==> src/rtl/refclk_pkg.sv <==
package refclk_pkg;

    // Source-selection state of the reference clock controller
    typedef enum logic [1:0] {
        ST_EXTREF = 2'd0,   // no local master, shared pin is an input
        ST_LOCAL  = 2'd1,   // a selected receiver drives the shared pin
        ST_BACKUP = 2'd2,   // failover latched, backup clock drives the pin
        ST_NOREF  = 2'd3    // failover latched, no valid backup available
    } src_state_t;

    // Control register layout (bit 7 down to bit 0)
    typedef struct packed {
        logic       jit_alt_en;  // bit 7
        logic       bkp_sel;     // bit 6: tx clock fallback target
        logic       syn_oe;      // bit 5
        logic [1:0] syn_rate;    // bits 4:3
        logic [2:0] src_code;    // bits 2:0
    } ctrl_reg_t;

    localparam logic [2:0] SRC_NONE   = 3'd0;
    localparam logic [2:0] SRC_BACKUP = 3'd5;

    localparam logic [1:0] TXS_OWN    = 2'b00;
    localparam logic [1:0] TXS_BACKUP = 2'b01;
    localparam logic [1:0] TXS_SYSREF = 2'b10;

    // True when a source code names one of n receivers
    function automatic logic code_is_port(input logic [2:0] c, input int n);
        return (c != 3'd0) && (int'(c) <= n);
    endfunction

endpackage

==> src/rtl/refclk_host_regs.sv <==
module refclk_host_regs
    import refclk_pkg::*;
#(
    parameter int          ADDR_W    = 8,
    parameter int          XCVR_W    = 2,
    parameter logic [7:0]  CTRL_ADDR = 8'h1D,
    parameter logic [7:0]  STAT_ADDR = 8'h1E
) (
    input  logic              clk,
    input  logic              rst_n,
    input  logic              host_wr,
    input  logic [ADDR_W-1:0] host_addr,
    input  logic [XCVR_W-1:0] host_xcvr,
    input  logic [7:0]        host_wdata,
    input  logic              stat_backup,
    input  logic              stat_noref,
    output ctrl_reg_t         ctrl_q,
    output ctrl_reg_t         ctrl_d,
    output logic              ctrl_we,
    output logic [7:0]        host_rdata
);

    localparam logic [ADDR_W-1:0] CTRL_A = ADDR_W'(CTRL_ADDR);
    localparam logic [ADDR_W-1:0] STAT_A = ADDR_W'(STAT_ADDR);

    logic owner_sel;

    // Only transceiver index 0 owns this register set
    assign owner_sel = (host_xcvr == '0);
    assign ctrl_we   = host_wr && owner_sel && (host_addr == CTRL_A);

    // Next register value, also used for same-edge output updates
    always_comb begin
        ctrl_d = ctrl_q;
        if (ctrl_we) begin
            ctrl_d = ctrl_reg_t'(host_wdata);
        end
    end

    always_ff @(posedge clk or negedge rst_n) begin
        if (!rst_n) begin
            ctrl_q <= '0;
        end else begin
            ctrl_q <= ctrl_d;
        end
    end

    // Read mux
    always_comb begin
        host_rdata = 8'h00;
        if (owner_sel) begin
            if (host_addr == CTRL_A) begin
                host_rdata = ctrl_q;
            end else if (host_addr == STAT_A) begin
                host_rdata = {6'b0, stat_noref, stat_backup};
            end
        end
    end

    // register changes only through a decoded write
    assert_hold_unless_written_R3: assert property (
        @(posedge clk) disable iff (!rst_n)
        !ctrl_we |=> $stable(ctrl_q)
    ) else $error("control register changed without a write");

    // a decoded write lands in the register exactly
    assert_write_lands_R2: assert property (
        @(posedge clk) disable iff (!rst_n)
        ctrl_we |=> (ctrl_q == $past(host_wdata))
    ) else $error("control write not stored");

endmodule

==> src/rtl/refclk_loss_pick.sv <==
module refclk_loss_pick #(
    parameter int N_RX = 4
) (
    input  logic [N_RX-1:0] rx_loss,
    input  logic [2:0]      src_code,
    output logic            sel_lost
);

    logic [N_RX-1:0] hit;

    // One comparator per receiver: loss counts only for the selected port
    for (genvar i = 0; i < N_RX; i++) begin : g_port
        localparam logic [2:0] PORT_CODE = 3'(i + 1);
        assign hit[i] = rx_loss[i] && (src_code == PORT_CODE);
    end

    assign sel_lost = |hit;

    // At most one port can match a single code
    always_comb begin
        assert_single_hit_R6: assert ($onehot0(hit))
            else $error("more than one port matched the source code");
    end

endmodule

==> src/rtl/refclk_src_fsm.sv <==
module refclk_src_fsm
    import refclk_pkg::*;
#(
    parameter int N_RX = 4
) (
    input  logic       clk,
    input  logic       rst_n,
    input  logic       ctrl_we,
    input  ctrl_reg_t  ctrl_d,
    input  logic       sel_lost,
    input  logic       backup_ok,
    input  logic       tx_clk_loss,
    output logic [2:0] src_sel,
    output logic       refpin_oe,
    output logic [1:0] syn_rate,
    output logic       syn_oe,
    output logic       jit_alt_en,
    output logic [1:0] tx_src_sel,
    output logic       backup_active,
    output logic       noref_flag
);

    src_state_t state_q, state_d;

    // Next-state logic: a host write always wins over a carrier-loss event
    always_comb begin
        state_d = state_q;
        if (ctrl_we) begin
            state_d = code_is_port(ctrl_d.src_code, N_RX) ? ST_LOCAL : ST_EXTREF;
        end else begin
            unique case (state_q)
                ST_LOCAL: begin
                    if (sel_lost) begin
                        state_d = backup_ok ? ST_BACKUP : ST_NOREF;
                    end
                end
                ST_EXTREF, ST_BACKUP, ST_NOREF: begin
                    state_d = state_q;
                end
            endcase
        end
    end

    // State register
    always_ff @(posedge clk or negedge rst_n) begin
        if (!rst_n) begin
            state_q <= ST_EXTREF;
        end else begin
            state_q <= state_d;
        end
    end

    // Registered outputs, decoded from next state and next register value
    always_ff @(posedge clk or negedge rst_n) begin
        if (!rst_n) begin
            src_sel       <= SRC_NONE;
            refpin_oe     <= 1'b0;
            syn_rate      <= 2'b00;
            syn_oe        <= 1'b0;
            jit_alt_en    <= 1'b0;
            tx_src_sel    <= TXS_OWN;
            backup_active <= 1'b0;
            noref_flag    <= 1'b0;
        end else begin
            unique case (state_d)
                ST_EXTREF: begin
                    src_sel       <= SRC_NONE;
                    refpin_oe     <= 1'b0;
                    backup_active <= 1'b0;
                    noref_flag    <= 1'b0;
                end
                ST_LOCAL: begin
                    src_sel       <= ctrl_d.src_code;
                    refpin_oe     <= 1'b1;
                    backup_active <= 1'b0;
                    noref_flag    <= 1'b0;
                end
                ST_BACKUP: begin
                    src_sel       <= SRC_BACKUP;
                    refpin_oe     <= 1'b1;
                    backup_active <= 1'b1;
                    noref_flag    <= 1'b0;
                end
                ST_NOREF: begin
                    src_sel       <= SRC_NONE;
                    refpin_oe     <= 1'b0;
                    backup_active <= 1'b0;
                    noref_flag    <= 1'b1;
                end
            endcase
            syn_rate   <= ctrl_d.syn_rate;
            syn_oe     <= ctrl_d.syn_oe;
            jit_alt_en <= ctrl_d.jit_alt_en;
            if (!tx_clk_loss) begin
                tx_src_sel <= TXS_OWN;
            end else if (ctrl_d.bkp_sel) begin
                tx_src_sel <= TXS_SYSREF;
            end else begin
                tx_src_sel <= TXS_BACKUP;
            end
        end
    end

    // a port code written selects that port and drives the pin
    assert_port_select_R4: assert property (
        @(posedge clk) disable iff (!rst_n)
        (ctrl_we && code_is_port(ctrl_d.src_code, N_RX))
            |=> (src_sel == $past(ctrl_d.src_code)) && refpin_oe && !backup_active
    ) else $error("port selection not applied");

    // a none/reserved code releases the pin
    assert_release_pin_R5: assert property (
        @(posedge clk) disable iff (!rst_n)
        (ctrl_we && !code_is_port(ctrl_d.src_code, N_RX))
            |=> (src_sel == SRC_NONE) && !refpin_oe && !backup_active && !noref_flag
    ) else $error("pin not released for none/reserved code");

    // backup in use always drives the pin with the backup code
    assert_backup_drives_R6: assert property (
        @(posedge clk) disable iff (!rst_n)
        backup_active |-> (refpin_oe && src_sel == SRC_BACKUP)
    ) else $error("backup active without driving backup source");

    // failover is latched until a control write
    assert_failover_latched_R7: assert property (
        @(posedge clk) disable iff (!rst_n)
        (backup_active && !ctrl_we) |=> backup_active
    ) else $error("failover cleared without a write");

    // no-reference condition keeps the pin released until a write
    assert_noref_latched_R8: assert property (
        @(posedge clk) disable iff (!rst_n)
        (noref_flag && !ctrl_we) |=> (noref_flag && !refpin_oe)
    ) else $error("no-reference condition not held");

    // tx fallback code never takes the unused value
    assert_tx_code_legal_R11: assert property (
        @(posedge clk) disable iff (!rst_n)
        tx_src_sel != 2'b11
    ) else $error("illegal tx fallback code");

endmodule

==> src/rtl/refclk_failover_ctrl.sv <==
module refclk_failover_ctrl
    import refclk_pkg::*;
#(
    parameter int          N_RX      = 4,
    parameter int          ADDR_W    = 8,
    parameter int          XCVR_W    = 2,
    parameter logic [7:0]  CTRL_ADDR = 8'h1D,
    parameter logic [7:0]  STAT_ADDR = 8'h1E
) (
    input  logic              clk,
    input  logic              rst_n,
    input  logic              host_wr,
    input  logic [ADDR_W-1:0] host_addr,
    input  logic [XCVR_W-1:0] host_xcvr,
    input  logic [7:0]        host_wdata,
    output logic [7:0]        host_rdata,
    input  logic [N_RX-1:0]   rx_carrier_loss,
    input  logic              tx_clk_loss,
    input  logic              backup_clk_ok,
    output logic [2:0]        src_sel,
    output logic              refpin_oe,
    output logic [1:0]        syn_rate,
    output logic              syn_oe,
    output logic              jit_alt_en,
    output logic [1:0]        tx_src_sel,
    output logic              backup_active
);

    ctrl_reg_t ctrl_q;
    ctrl_reg_t ctrl_d;
    logic      ctrl_we;
    logic      sel_lost;
    logic      noref_flag;

    refclk_host_regs #(
        .ADDR_W    (ADDR_W),
        .XCVR_W    (XCVR_W),
        .CTRL_ADDR (CTRL_ADDR),
        .STAT_ADDR (STAT_ADDR)
    ) u_regs (
        .clk         (clk),
        .rst_n       (rst_n),
        .host_wr     (host_wr),
        .host_addr   (host_addr),
        .host_xcvr   (host_xcvr),
        .host_wdata  (host_wdata),
        .stat_backup (backup_active),
        .stat_noref  (noref_flag),
        .ctrl_q      (ctrl_q),
        .ctrl_d      (ctrl_d),
        .ctrl_we     (ctrl_we),
        .host_rdata  (host_rdata)
    );

    refclk_loss_pick #(
        .N_RX (N_RX)
    ) u_pick (
        .rx_loss  (rx_carrier_loss),
        .src_code (ctrl_q.src_code),
        .sel_lost (sel_lost)
    );

    refclk_src_fsm #(
        .N_RX (N_RX)
    ) u_fsm (
        .clk           (clk),
        .rst_n         (rst_n),
        .ctrl_we       (ctrl_we),
        .ctrl_d        (ctrl_d),
        .sel_lost      (sel_lost),
        .backup_ok     (backup_clk_ok),
        .tx_clk_loss   (tx_clk_loss),
        .src_sel       (src_sel),
        .refpin_oe     (refpin_oe),
        .syn_rate      (syn_rate),
        .syn_oe        (syn_oe),
        .jit_alt_en    (jit_alt_en),
        .tx_src_sel    (tx_src_sel),
        .backup_active (backup_active),
        .noref_flag    (noref_flag)
    );

    // status readback never reports both failover flavours
    assert_status_exclusive_R12: assert property (
        @(posedge clk) disable iff (!rst_n)
        !(backup_active && noref_flag)
    ) else $error("both failover flags set");

endmodule

==> config.mk <==
export PLATFORM = sky130hd
export DESIGN_NAME = refclk_failover_ctrl
export DESIGN_NICKNAME = d
export VERILOG_FILES = /design/src/rtl/refclk_pkg.sv /design/src/rtl/refclk_host_regs.sv /design/src/rtl/refclk_loss_pick.sv /design/src/rtl/refclk_src_fsm.sv /design/src/rtl/refclk_failover_ctrl.sv
export SDC_FILE = /design/constraint.sdc
export NUM_CORES = 1
export LEC_CHECK = 0
export BUFFER_PORTS_ARGS = -buffer_cell sky130_fd_sc_hd__buf_2
export CORE_MARGIN = 1.5
export CORE_UTILIZATION = 39
export CTS_CLUSTER_SIZE = 8
export DETAILED_ROUTE_END_ITERATION = 10
export PLACE_DENSITY = 0.73
export SYNTH_ARGS = -nofsm -noshare
export SYNTH_HDL_FRONTEND = slang
export SYNTH_SLANG_ARGS = --single-unit
export TNS_END_PERCENT = 5
==> constraint.sdc <==
create_clock -name clk -period 1.9 [get_ports clk]
set_clock_uncertainty 0.15 [all_clocks]
set_input_delay 0.38 -clock clk [delete_from_list [all_inputs] [get_ports clk]]
set_output_delay 0.38 -clock clk [all_outputs]
set_load 0.05 [all_outputs]
Word-level counts from Yosys, hierarchy flattened
Index checks and enable logic that the tools add are counted.
- register bits after elaboration: 18
- latch bits: 0
- bits in writable memories: 0
- memory bits (read-only): 0
- logic and storage cells: 56
- memories kept: 0
- add/subtract/negate cells: 0
- multipliers: 0
- div/mod/pow operators: 0
- magnitude comparators: 1
- eq/ne operators: 12
- shift operators: 0
- multiplexer cells: 15
- bitwise gates (word level): 0
- reduce and logical (&&, ||, !) cells: 17
- operators by type and width (operator ; number):
    == test 8 x 5 -> 1 bit (second input constant) ; 2
    two-way mux 8 bit ; 2
    two-way mux 2 bit ; 5
    case mux 3 bit (3 select lines) ; 1
    OR reduction 3 bit ; 3
    == test 2 bit (second input constant) ; 4
    logical AND 1 bit ; 7
    two-way mux 7 bit ; 1
    == test 3 x 2 -> 1 bit (second input constant) ; 2
    logical NOT 2 bit ; 3
    case mux 1 bit (2 select lines) ; 3
    == test 2 x 1 -> 1 bit (second input constant) ; 2
    case mux 2 bit (2 select lines) ; 1
    OR reduction 2 bit ; 2
    OR reduction 4 bit ; 1
    == test 3 x 1 -> 1 bit (second input constant) ; 1
    == test 3 bit (second input constant) ; 1
    <= comparator 3 bit (second input constant) ; 1
    nonzero test 3 bit ; 1
    two-way mux 1 bit ; 2

Depth between registers and ports, before layout
Gate-level depths: netlist of run 1.
- depth after elaboration: 11
- depth in mapped cells: 7
- depth with buffers taken out: 6

Hierarchy
A second synthesis of run 1 with hierarchy kept.
- cell total of the unflattened synthesis: 77
- area, all modules: 1003.5 µm²
- modules (own cells, without submodules) (module ; times used ; cells an instance ; area an instance (µm²) ; sequential area each (µm²)):
    refclk_src_fsm ; 1 ; 35 ; 496.7 ; 350.3
    refclk_host_regs ; 1 ; 37 ; 461.7 ; 200.2
    refclk_loss_pick ; 1 ; 5 ; 45.0 ; 0.0

Least setup slack after synthesis of run 1
No wires, ideal clock.
- path kind: input port to flip-flop
- from: in host_addr[5]
- to: reg u_fsm.src_sel[0]
- setup time: 125 ps
- data arrival time: 2084 ps
- data required time: 1625 ps
- slack: -459 ps
- stages: 7
- path through: nor4b_4 nand4_2 buf_6 or3b_1 o21ai_0 ha_1 mux2_2
- word-level cells in the longest chain between the ends: 10
- ends and longest elaborated chain (item ; RTL line ; text):
    start, declared ; refclk_failover_ctrl.sv:13 ; input logic [ADDR_W-1:0] host_addr,
    == test 8 x 5 -> 1 bit (*) ; refclk_host_regs.sv:30 ; assign ctrl_we = host_wr && owner_sel && (host_addr == CTRL_A);
    logical AND 1 bit (*) ; refclk_host_regs.sv:30 ;
    two-way mux 7 bit ; refclk_host_regs.sv:35 ; if (ctrl_we) begin
    <= comparator 3 bit / nonzero test 3 bit (equally long branches) ; refclk_pkg.sv:29 ; return (c != 3'd0) && (int'(c) <= n);
    logical AND 1 bit ; refclk_pkg.sv:29 ;
    two-way mux 1 bit ; refclk_src_fsm.sv:29 ; state_d = code_is_port(ctrl_d.src_code, N_RX) ? ST_LOCAL : ST_EXTREF;
    two-way mux 2 bit (*) ; refclk_src_fsm.sv:28 ; if (ctrl_we) begin
    net u_fsm.state_d[0] ; refclk_src_fsm.sv:23 ; src_state_t state_q, state_d;
    == test 2 bit / logical NOT 2 bit (equally long branches) ; refclk_src_fsm.sv:65 ; unique case (state_d)
    OR reduction 2 bit (no line) ; -- ;
    case mux 3 bit (3 select lines) (*) ; refclk_src_fsm.sv:65 ;
    end signal, assigned ; refclk_src_fsm.sv:73 ; src_sel <= ctrl_d.src_code;
    end, declared ; refclk_src_fsm.sv:13 ; output logic [2:0] src_sel,
Mark *: on every way through the listed nets, which the timed path passes. The rest lies on a longest branch.
A chain may end at the register's enable or synchronous reset.

Final worst setup path of run 1
- from: in host_addr[7]
- to: reg u_fsm.src_sel[2]
- word-level cells in the longest chain between the ends: 10
- ends and longest elaborated chain (item ; RTL line):
    == test 8 x 5 -> 1 bit (*) ; refclk_host_regs.sv:30
    logical AND 1 bit (*) ; refclk_host_regs.sv:30
    two-way mux 7 bit ; refclk_host_regs.sv:35
    <= comparator 3 bit / nonzero test 3 bit (equally long branches) ; refclk_pkg.sv:29
    logical AND 1 bit ; refclk_pkg.sv:29
    two-way mux 1 bit ; refclk_src_fsm.sv:29
    two-way mux 2 bit ; refclk_src_fsm.sv:28
    == test 2 bit / logical NOT 2 bit (equally long branches) ; refclk_src_fsm.sv:65
    OR reduction 2 bit (no line) ; --
    case mux 3 bit (3 select lines) (*) ; refclk_src_fsm.sv:65
Every way passes the cells marked *; elsewhere a longest branch is shown, timed or not.

==> impl_metrics.tcl, run 1 <==
set metrics [dict create \
    run_status "complete, but fails checks" \
    violations "setup timing" \
    vias 756 \
    critPathSlowestCell "or3b_4" \
    clockPowerShare_pct 32.6 \
    die-area_mm2 0.00259 \
    grt_pass1_vias 798 \
    antenna_found_initial 0 \
    clkSinkCount 18 \
    hold_violations 0 \
    maxSlewViolCount 0 \
    start_util_pct 40.8 \
    wire_per_inst_um 14.4 \
    portBuffers 45 \
    timing.final.crit_share_pct 103 \
    ys_top_cells_by_area "dfrtp_1 50%, mux2_2 11%, and2_1 5.6%" \
    p_sw_mw 0.168 \
    synth_edf_count 0 \
    max_freq_ghz 0.509 \
    routed_via_density 4.85 \
    initialDrtViolationCount 12 \
    crit_path_cell_trace "buf_8 -> nor4b_4 -> nand4_2 -> or3b_4 -> o21a_1 -> ha_2 -> mux2_4" \
    clkLatencyLatePin_ns 0.29 \
    yosys.area.top_type "dfrtp_1" \
    fin_crit_ns 1.96 \
    cp.arrival_ns 2.00 \
    critPathRequiredTime_ns 1.94 \
    worst_slack_ns -0.0627 \
    place_area_mm2 0.00120 \
    final_cell_mix "35 x buf_2, 17 x dfrtp_1, 8 x buf_4" \
    critical-path-top-delay-family "simple AND/OR/NAND/NOR gates" \
    hold_path.class "in -> reg" \
    critPathBufInv 1 \
    drive_above_1_share_pct 68.8 \
    syn_nets 102 \
    max_stage_delay_ns 0.44 \
    crit_fanout 3 \
    chipWidth_um 50.9 \
    startpoint_type "input port" \
    final_common_cell "buf_2" \
    worst_pin_slew_ns 0.385 \
    p_int_mw 0.553 \
    rows 17 \
    ant_nets 0 \
    grt_usage_pct 17.8 \
    synth_cells 72 \
    setup-violations-final 8 \
    cts_buffers 3 \
    synth_flop_cell "dfrtp_1" \
    clockBufferDepth 2 \
    overflow 0 \
    syn_area_per_cell_um2 12.4 \
    combPwrFrac_pct 13.0 \
    yosysSeqAreaShare_pct 50.4 \
    rsz0062_at_grt "true" \
    power.leakage_nw 0.760 \
    vdd_drop_max_mv 0.361 \
    async_reset_ff_share_pct 100 \
    stdcell_area_mm2 0.00143 \
    post-place-ws_ns -0.364 \
    dr.pass1.iters 4 \
    synth.cell_area_um2 893 \
    nets 159 \
    slew-limit-headroom_pct 74.4 \
    cts_root_buf "clkbuf_4" \
    core-area_mm2 0.00219 \
    drv_cap 0 \
    cp-end-kind "register" \
    grt_first_pass_wirelength_um 3370 \
    h-tree-depth 1 \
    cts_tree "done" \
    switching_share_pct 23.3 \
    num_antenna_cells 0 \
    clkTransAtPathRegs_ns 0.10 \
    syn2layout_area_growth_pct 59.7 \
    p_per_area_mw_per_mm2 505 \
    routabilityCongestion 0.791 \
    p_seq_share_pct 54.4 \
    ys_ff_latch 18 \
    synth_top_area_share_pct 50.4 \
    dpl.hpwl_um 1560 \
    ys_warn_count 0 \
    yosysUniqueCellTypes 27 \
    tns_ns -0.256 \
    drc 0 \
    critPathKind "in -> reg" \
    wl_um 2250 \
    grt_max_degree 19 \
    io-pin-count 46 \
    die_h_um 50.9 \
]
cells in the mapped netlist (2+ instances only):
cell type,instances
o21a_1,2
buf_4,2
o21ai_0,3
mux2_2,9
inv_1,2
nor2b_1,3
a22oi_1,2
ha_1,3
and2_1,8
nor2_1,3
dfrtp_1,18
nand2_1,2
worst register-to-register path, delay by kind of cell, from the launching register on:
family	cells	cell delay [ns]
adder cells (fa/ha/maj)	1	0.20
AO/OA/AOI/OAI	2	0.31
multiplexers	2	0.56
flip-flops	1	0.46
AND/OR/NAND/NOR	1	0.15
sequential cells by signal, summed over array words and instances (netlist names):
register	flops
u_fsm.state_q	2
u_fsm.syn_oe	1
u_fsm.refpin_oe	1
u_fsm.backup_active	1
u_fsm.tx_src_sel	2
u_regs.ctrl_q	4
u_fsm.noref_flag	1
u_fsm.src_sel	3
u_fsm.syn_rate	2
u_fsm.jit_alt_en	1
timing repair:
action	in CTS	in global routing
pin swaps	0	13
hold endpoints to repair	18	0
gates resized for setup	16	28
hold buffers	1	0
endpoints found under the setup margin	8	13
buffers inserted	0	1
stage by stage:
| stage | instances | power (mW) | util (%) | hold slack [ns] |
|---|---|---|---|---|
| 3_3_place_gp | 150 | 0.476 | 54.9 | 0.171 |
| 6_report | 156 | 0.721 | 65.1 | 0.163 |
| 3_5_place_dp | 150 | 0.479 | 54.9 | 0.178 |
| 2_1_floorplan | 72 | 0.431 | - | -0.0656 |
| 5_1_grt | 156 | 0.754 | 65.1 | 0.157 |
| 4_1_cts | 155 | 0.716 | 59.5 | 0.156 |
layout make-up:
cell class | count | area, um^2
Sequential cell | 18 | 452
Tap cell | 28 | 35.0
Timing Repair Buffer | 55 | 395
Clock buffer | 4 | 36.3
Fill cell | 171 | 764
Multi-Input combinational cell | 49 | 500
Inverter | 2 | 7.51
final timing paths:
kind	start	to	slack, ns	cells past startpoint
max in group asynchronous	rst_n	u_regs.ctrl_q[0]	0.92	2
hold / removal	host_wdata[3]	u_fsm.syn_rate[0]	0.16	2
hold reg to reg	u_fsm.syn_rate[0]	u_fsm.syn_rate[0]	0.39	1
min in group asynchronous	rst_n	u_regs.ctrl_q[1]	0.39	2
setup / recovery	host_addr[7]	u_fsm.src_sel[2]	-0.06	7
setup reg to reg	u_regs.ctrl_q[0]	u_fsm.src_sel[2]	-0.04	6
metal layers:
| layer | vias to the layer above | part of all wire (%) | global-route usage, % |
|---|---|---|---|
| met5 | - | 0 | 0 |
| met4 | 0 | 3.6 | 5.86 |
| met3 | 9 | 5.3 | 3.22 |
| met2 | 35 | 54 | 34.2 |
| met1 | 349 | 37 | 19.7 |
| li1 | 363 | - | - |
power groups by stage:
stage	clock network [mW]	logic (mW)	registers [mW]
5_1_grt	0.260	0.102	0.393
4_1_cts	0.239	0.0855	0.391
6_report	0.235	0.0938	0.392
3_3_place_gp	0	0.0781	0.398
2_1_floorplan	0	0.0219	0.410
3_5_place_dp	0	0.0808	0.399
logic make-up after synthesis:
group	synth area share (%)
buffers and inverters	3.78
AO/OA/AOI/OAI	7.14
multiplexers	14.1
AND/OR/NAND/NOR	20.3
flip-flops	50.4
adder cells (fa/ha/maj)	4.20
(Power assumes the default switching activity.)
==> run 2: changes to the inputs <==
--- a/config.mk
+++ b/config.mk
@@ -6,11 +6,13 @@
 export NUM_CORES = 1
 export LEC_CHECK = 0
 export BUFFER_PORTS_ARGS = -buffer_cell sky130_fd_sc_hd__buf_2
+export CORE_ASPECT_RATIO = 1.25
 export CORE_MARGIN = 1.5
-export CORE_UTILIZATION = 39
+export CORE_UTILIZATION = 41
+export CTS_BUF_LIST = sky130_fd_sc_hd__clkbuf_4 sky130_fd_sc_hd__clkbuf_8
 export CTS_CLUSTER_SIZE = 8
 export DETAILED_ROUTE_END_ITERATION = 10
-export PLACE_DENSITY = 0.73
+export PLACE_DENSITY = 0.76
 export SYNTH_ARGS = -nofsm -noshare
 export SYNTH_HDL_FRONTEND = slang
 export SYNTH_SLANG_ARGS = --single-unit
==> impl_metrics.tcl, run 2 (synthesized netlist as in run 1, its figures left out) <==
set metrics [dict create \
    run_status "complete, but fails checks" \
    violations "setup timing" \
    r2r_end "u_fsm.src_sel[0]" \
    routabilityCongestion 0.732 \
    grt_pass1_vias 755 \
    grt_max_degree 19 \
    wl_um 1960 \
    totalPowerFinal_mw 0.653 \
    ant_nets 0 \
    final_common_cell "buf_2" \
    cts_buffers 3 \
    p_int_mw 0.505 \
    crit_path_cell_trace "buf_6 -> nor4b_4 -> buf_4 -> and3_4 -> and2_4 -> buf_8" \
    grt_usage_pct 16.7 \
    critPathRequiredTime_ns 1.37 \
    core-area_mm2 0.00203 \
    tns_ns -0.468 \
    hold_path.class "in -> reg" \
    r2r_cells 6 \
    cp.arrival_ns 1.44 \
    setup-violations-final 8 \
    largest_register "u_regs.ctrl_q" \
    drc 0 \
    cts_root_buf "clkbuf_4" \
    use_met2_pct 33.8 \
    antenna_found_initial 0 \
    dpl.hpwl_um 1510 \
    rows 18 \
    maxSlewViolCount 0 \
    p_sw_mw 0.147 \
    dp.cells 142 \
    combPwrFrac_pct 13.4 \
    largest_reg_flops 4 \
    nets 158 \
    worst_slack_ns -0.0692 \
    critPathKind "in -> out" \
    wire_per_inst_um 13.4 \
    cp-end-kind "output port" \
    timing.final.crit_share_pct 104 \
    slew-limit-headroom_pct 74.2 \
    clkTransAtPathRegs_ns 0.09 \
    syn2layout_area_growth_pct 52.5 \
    max_stage_delay_ns 0.30 \
    place_area_mm2 0.00119 \
    num_antenna_cells 0 \
    switching_share_pct 22.6 \
    io-pin-count 46 \
    cts_tree "done" \
    busiest_layer "met2" \
    chipWidth_um 44.8 \
    ff2ff_setup_slack_ns -0.04 \
    critPathBufInv 3 \
    worst_pin_slew_ns 0.386 \
    startpoint "host_addr[7]" \
    p_per_area_mw_per_mm2 479 \
    p_seq_share_pct 60.0 \
    overflow 0 \
    power.leakage_nw 0.734 \
    clkLatencyLatePin_ns 0.28 \
    h-tree-depth 1 \
    clockPowerShare_pct 26.6 \
    dr.pass1.iters 4 \
    reg.largest.list "u_regs.ctrl_q (4), u_fsm.src_sel (3)" \
    hold_violations 0 \
    portBuffers 45 \
    utilization_pct 67.2 \
    initialDrtViolationCount 3 \
    startpoint_type "input port" \
    fin_crit_ns 1.97 \
    final_cell_mix "35 x buf_2, 17 x dfrtp_1, 8 x buf_4" \
    stdcell_area_mm2 0.00136 \
    start_util_pct 44.1 \
    clkSinkCount 18 \
    fill_cells 154 \
    met1_usage_pct 16.5 \
    die-area_mm2 0.00247 \
    clockBufferDepth 2 \
    vdd_drop_max_mv 0.395 \
    drv_cap 0 \
    worstSetupEndpoint "host_rdata[5]" \
    max_freq_ghz 0.508 \
    critPathSlowestCell "nor4b_4" \
    cp_num_cells 6 \
    routed_via_density 5.05 \
    grt_first_pass_wirelength_um 2950 \
    rsz0062_at_grt "true" \
    vias 737 \
    gr-usage-met3_pct 3.25 \
    die_h_um 55.2 \
    crit_fanout 6 \
    cts_setup_buffers 0 \
    drive_above_1_share_pct 67.5 \
    fin_cells 146 \
    critical-path-top-delay-family "simple AND/OR/NAND/NOR gates" \
    reg2reg_from "u_regs.ctrl_q[0]" \
]
==> run 2: final cells by class <==
class	instances	area, um^2	area share (%)
Inverter	2	7.51	0.551
Tap cell	20	25.0	1.84
Clock buffer	3	22.5	1.65
Sequential cell	18	452	33.1
Multi-Input combinational cell	49	479	35.2
Timing Repair Buffer	54	377	27.6
==> run 2: metal layers <==
| metal | part of all wire, % | vias to the layer above |
|---|---|---|
| met3 | 5.1 | 2 |
| met2 | 56 | 25 |
| li1 | - | 359 |
| met1 | 39 | 351 |
| met4 | 0.26 | 0 |
| met5 | 0 | - |
==> run 2: worst min-delay path by stage <==
stage,startpoint,endpoint,slack (ns),depth (start not counted)
after floorplan,rst_n,u_fsm.backup_active,-0.07,0
after global placement,rst_n,u_fsm.noref_flag,0.17,1
after detailed placement,rst_n,u_fsm.noref_flag,0.18,1
after CTS,tx_clk_loss,u_fsm.tx_src_sel[0],0.15,2
after global routing,tx_clk_loss,u_fsm.tx_src_sel[0],0.16,2
final,tx_clk_loss,u_fsm.tx_src_sel[0],0.16,2
==> run 2: metrics by stage <==
step	hold slack [ns]	setup slack, ns
after global placement	0.172	-0.267
after global routing	0.161	-0.120
after detailed placement	0.176	-0.312
final	0.161	-0.0692
after floorplan	-0.0656	-0.339
after CTS	0.155	-0.0692
==> run 2: worst register-to-register path, stage by stage (launching register included) <==
cell and delay [ns]:
dfrtp_2 0.46, mux2_4 0.31, nand3b_1 0.14, a21boi_2 0.08, o21ai_1 0.17, ha_2 0.23, mux2_4 0.31
==> run 2: power groups by stage <==
stage	Clock, mW	Sequential, mW	Combinational, mW
floorplan	0	0.410	0.0219
CTS	0.184	0.391	0.0852
detailed placement	0	0.399	0.0804
global route	0.200	0.393	0.0956
finish	0.174	0.392	0.0872
global placement	0	0.399	0.0784
==> run 2: repair_timing <==
item | in CTS | in global routing
endpoints found under the setup margin | 10 | 11
hold buffers | 1 | 0
endpoints found under the hold margin | 18 | 0
gates resized for setup | 30 | 10
pin swaps | 8 | 4
==> run 3: changes to the inputs <==
--- a/config.mk
+++ b/config.mk
@@ -6,13 +6,17 @@
 export NUM_CORES = 1
 export LEC_CHECK = 0
 export BUFFER_PORTS_ARGS = -buffer_cell sky130_fd_sc_hd__buf_2
+export CELL_PAD_IN_SITES_DETAIL_PLACEMENT = 1
+export CELL_PAD_IN_SITES_GLOBAL_PLACEMENT = 1
 export CORE_ASPECT_RATIO = 1.25
 export CORE_MARGIN = 1.5
-export CORE_UTILIZATION = 41
+export CORE_UTILIZATION = 31
 export CTS_BUF_LIST = sky130_fd_sc_hd__clkbuf_4 sky130_fd_sc_hd__clkbuf_8
+export CTS_CLUSTER_DIAMETER = 100
 export CTS_CLUSTER_SIZE = 8
 export DETAILED_ROUTE_END_ITERATION = 10
-export PLACE_DENSITY = 0.76
+export PLACE_DENSITY_LB_ADDON = 0.1
+export RECOVER_POWER = 25
 export SYNTH_ARGS = -nofsm -noshare
 export SYNTH_HDL_FRONTEND = slang
 export SYNTH_SLANG_ARGS = --single-unit
==> impl_metrics.tcl, run 3 (synthesized netlist as in run 1, its figures left out) <==
set metrics [dict create \
    clkTransAtPathRegs_ns 0.09 \
    ant_nets 0 \
    cp.arrival_ns 2.00 \
    dr.pass1.iters 4 \
    post-place-ws_ns -0.326 \
    largest_reg_flops 4 \
    worst_pin_slew_ns 0.939 \
    core-area_mm2 0.00271 \
    hold_path.class "in -> reg" \
    timing.final.crit_share_pct 104 \
    critPathKind "reg -> reg" \
    power.leakage_nw 0.750 \
    grt_usage_pct 15.7 \
    portBuffers 45 \
    critPathRequiredTime_ns 1.92 \
    r2r_end "u_fsm.src_sel[0]" \
    vias 747 \
    drv_cap 0 \
    hold_start "tx_clk_loss" \
    start_util_pct 33.0 \
    setup-violations-final 8 \
    vdd_drop_max_mv 0.488 \
    tns_ns -0.449 \
    overflow 0 \
    clkLatencyLatePin_ns 0.28 \
    whs_endpoint "u_fsm.tx_src_sel[0]" \
    clockBufferDepth 2 \
    wl_um 2280 \
    chipWidth_um 51.0 \
    grt_pass1_vias 848 \
    largest_register "u_regs.ctrl_q" \
    routed_via_density 4.58 \
    rsz0062_at_grt "true" \
    startpoint "u_regs.ctrl_q[0]" \
    whs_path_depth 2 \
    h-tree-depth 1 \
    initialDrtViolationCount 5 \
    drive_above_1_share_pct 65.9 \
    p_per_area_mw_per_mm2 467 \
    grt_first_pass_wirelength_um 3810 \
    clkSinkCount 18 \
    cp-end-kind "register" \
    wire_per_inst_um 14.0 \
    reg.largest.list "u_regs.ctrl_q (4), u_fsm.src_sel (3)" \
    routabilityCongestion 0.719 \
    max_freq_ghz 0.505 \
    drc 0 \
    die-area_mm2 0.00321 \
    r2r_cells 6 \
    worst_slack_ns -0.0813 \
    final_common_cell "buf_2" \
    cts_tree "done" \
    reg2reg_from "u_regs.ctrl_q[0]" \
    holdWs_ns 0.168 \
    startpoint_type "register" \
    grt_max_degree 19 \
    maxSlewViolCount 0 \
    ff2ff_setup_slack_ns -0.08 \
    syn2layout_area_growth_pct 58.0 \
    dpl.hpwl_um 1860 \
    num_antenna_cells 0 \
    die_h_um 63.0 \
    cts_root_buf "clkbuf_4" \
    crit_fanout 3 \
    hold_violations 0 \
    nets 161 \
    antenna_found_initial 0 \
    run_status "complete, but fails checks" \
    final_cell_mix "34 x buf_2, 18 x dfrtp_1, 11 x buf_4" \
    cts_buffers 3 \
    rows 21 \
    fin_crit_ns 1.98 \
    slew-limit-headroom_pct 37.4 \
    io-pin-count 46 \
    violations "setup timing" \
]
run 3: cell types whose count changed in the layout (fill, tap and decap cells not counted), sizes merged:
cell  before  now
buf       52   55
run 3: how the worst max path moves through the flow:
stage          slack, ns  depth (start not counted)               end
3_3_place_gp       -0.28                          7  u_fsm.src_sel[2]
6_report           -0.08                          6  u_fsm.src_sel[0]
2_1_floorplan      -0.34                          7  u_fsm.src_sel[0]
3_5_place_dp       -0.33                          7  u_fsm.src_sel[0]
4_1_cts            -0.07                          6     host_rdata[6]
5_1_grt            -0.15                          6  u_fsm.src_sel[0]
run 3: report_power, final:
group | switching [mW] | internal (mW)
Combinational | 0.0463 | 0.0450
Clock | 0.103 | 0.0734
Sequential | 0.00295 | 0.388
run 3: final cells by class:
cell class | instances | area (um^2)
fill | 295 | 1290
multi-input combinational | 49 | 487
sequential | 18 | 450
timing repair buffer | 57 | 402
tap | 34 | 42.5
clock buffer | 3 | 22.5
inverter | 2 | 7.51
run 3: per-layer routing:
layer  vias up  share of wire [%]  GRT usage, %
li1        364                  -             -
met3         2                5.8          2.15
met4         0               0.44          4.05
met5         -                  0             0
met1       355                 35          16.9
met2        26                 59          30.7
run 3: stage by stage:
step           instance area, um^2  instances  util [%]  power (mW)
6_report                      1410        163      52.1       0.658
5_1_grt                       1410        163      52.1       0.692
4_1_cts                       1370        162      50.5       0.668
3_5_place_dp                  1230        158      45.3       0.483
3_3_place_gp                  1230        158      45.3       0.480
2_1_floorplan                  910         72         -       0.431
run 3: what timing repair did:
item	CTS	global route
pin swaps	11	6
endpoints found under the hold margin	18	0
resized for setup	34	7
hold buffers	1	0
setup endpoints to repair	10	10
buffers inserted	0	1
run 3: worst max-delay path, cell delays in order (launching register included):
cell      delay (ns)
dfrtp_1         0.43
mux2_4          0.31
nand3b_1        0.21
a21oi_4         0.09
o21ai_2         0.20
ha_4            0.18
mux2_4          0.30
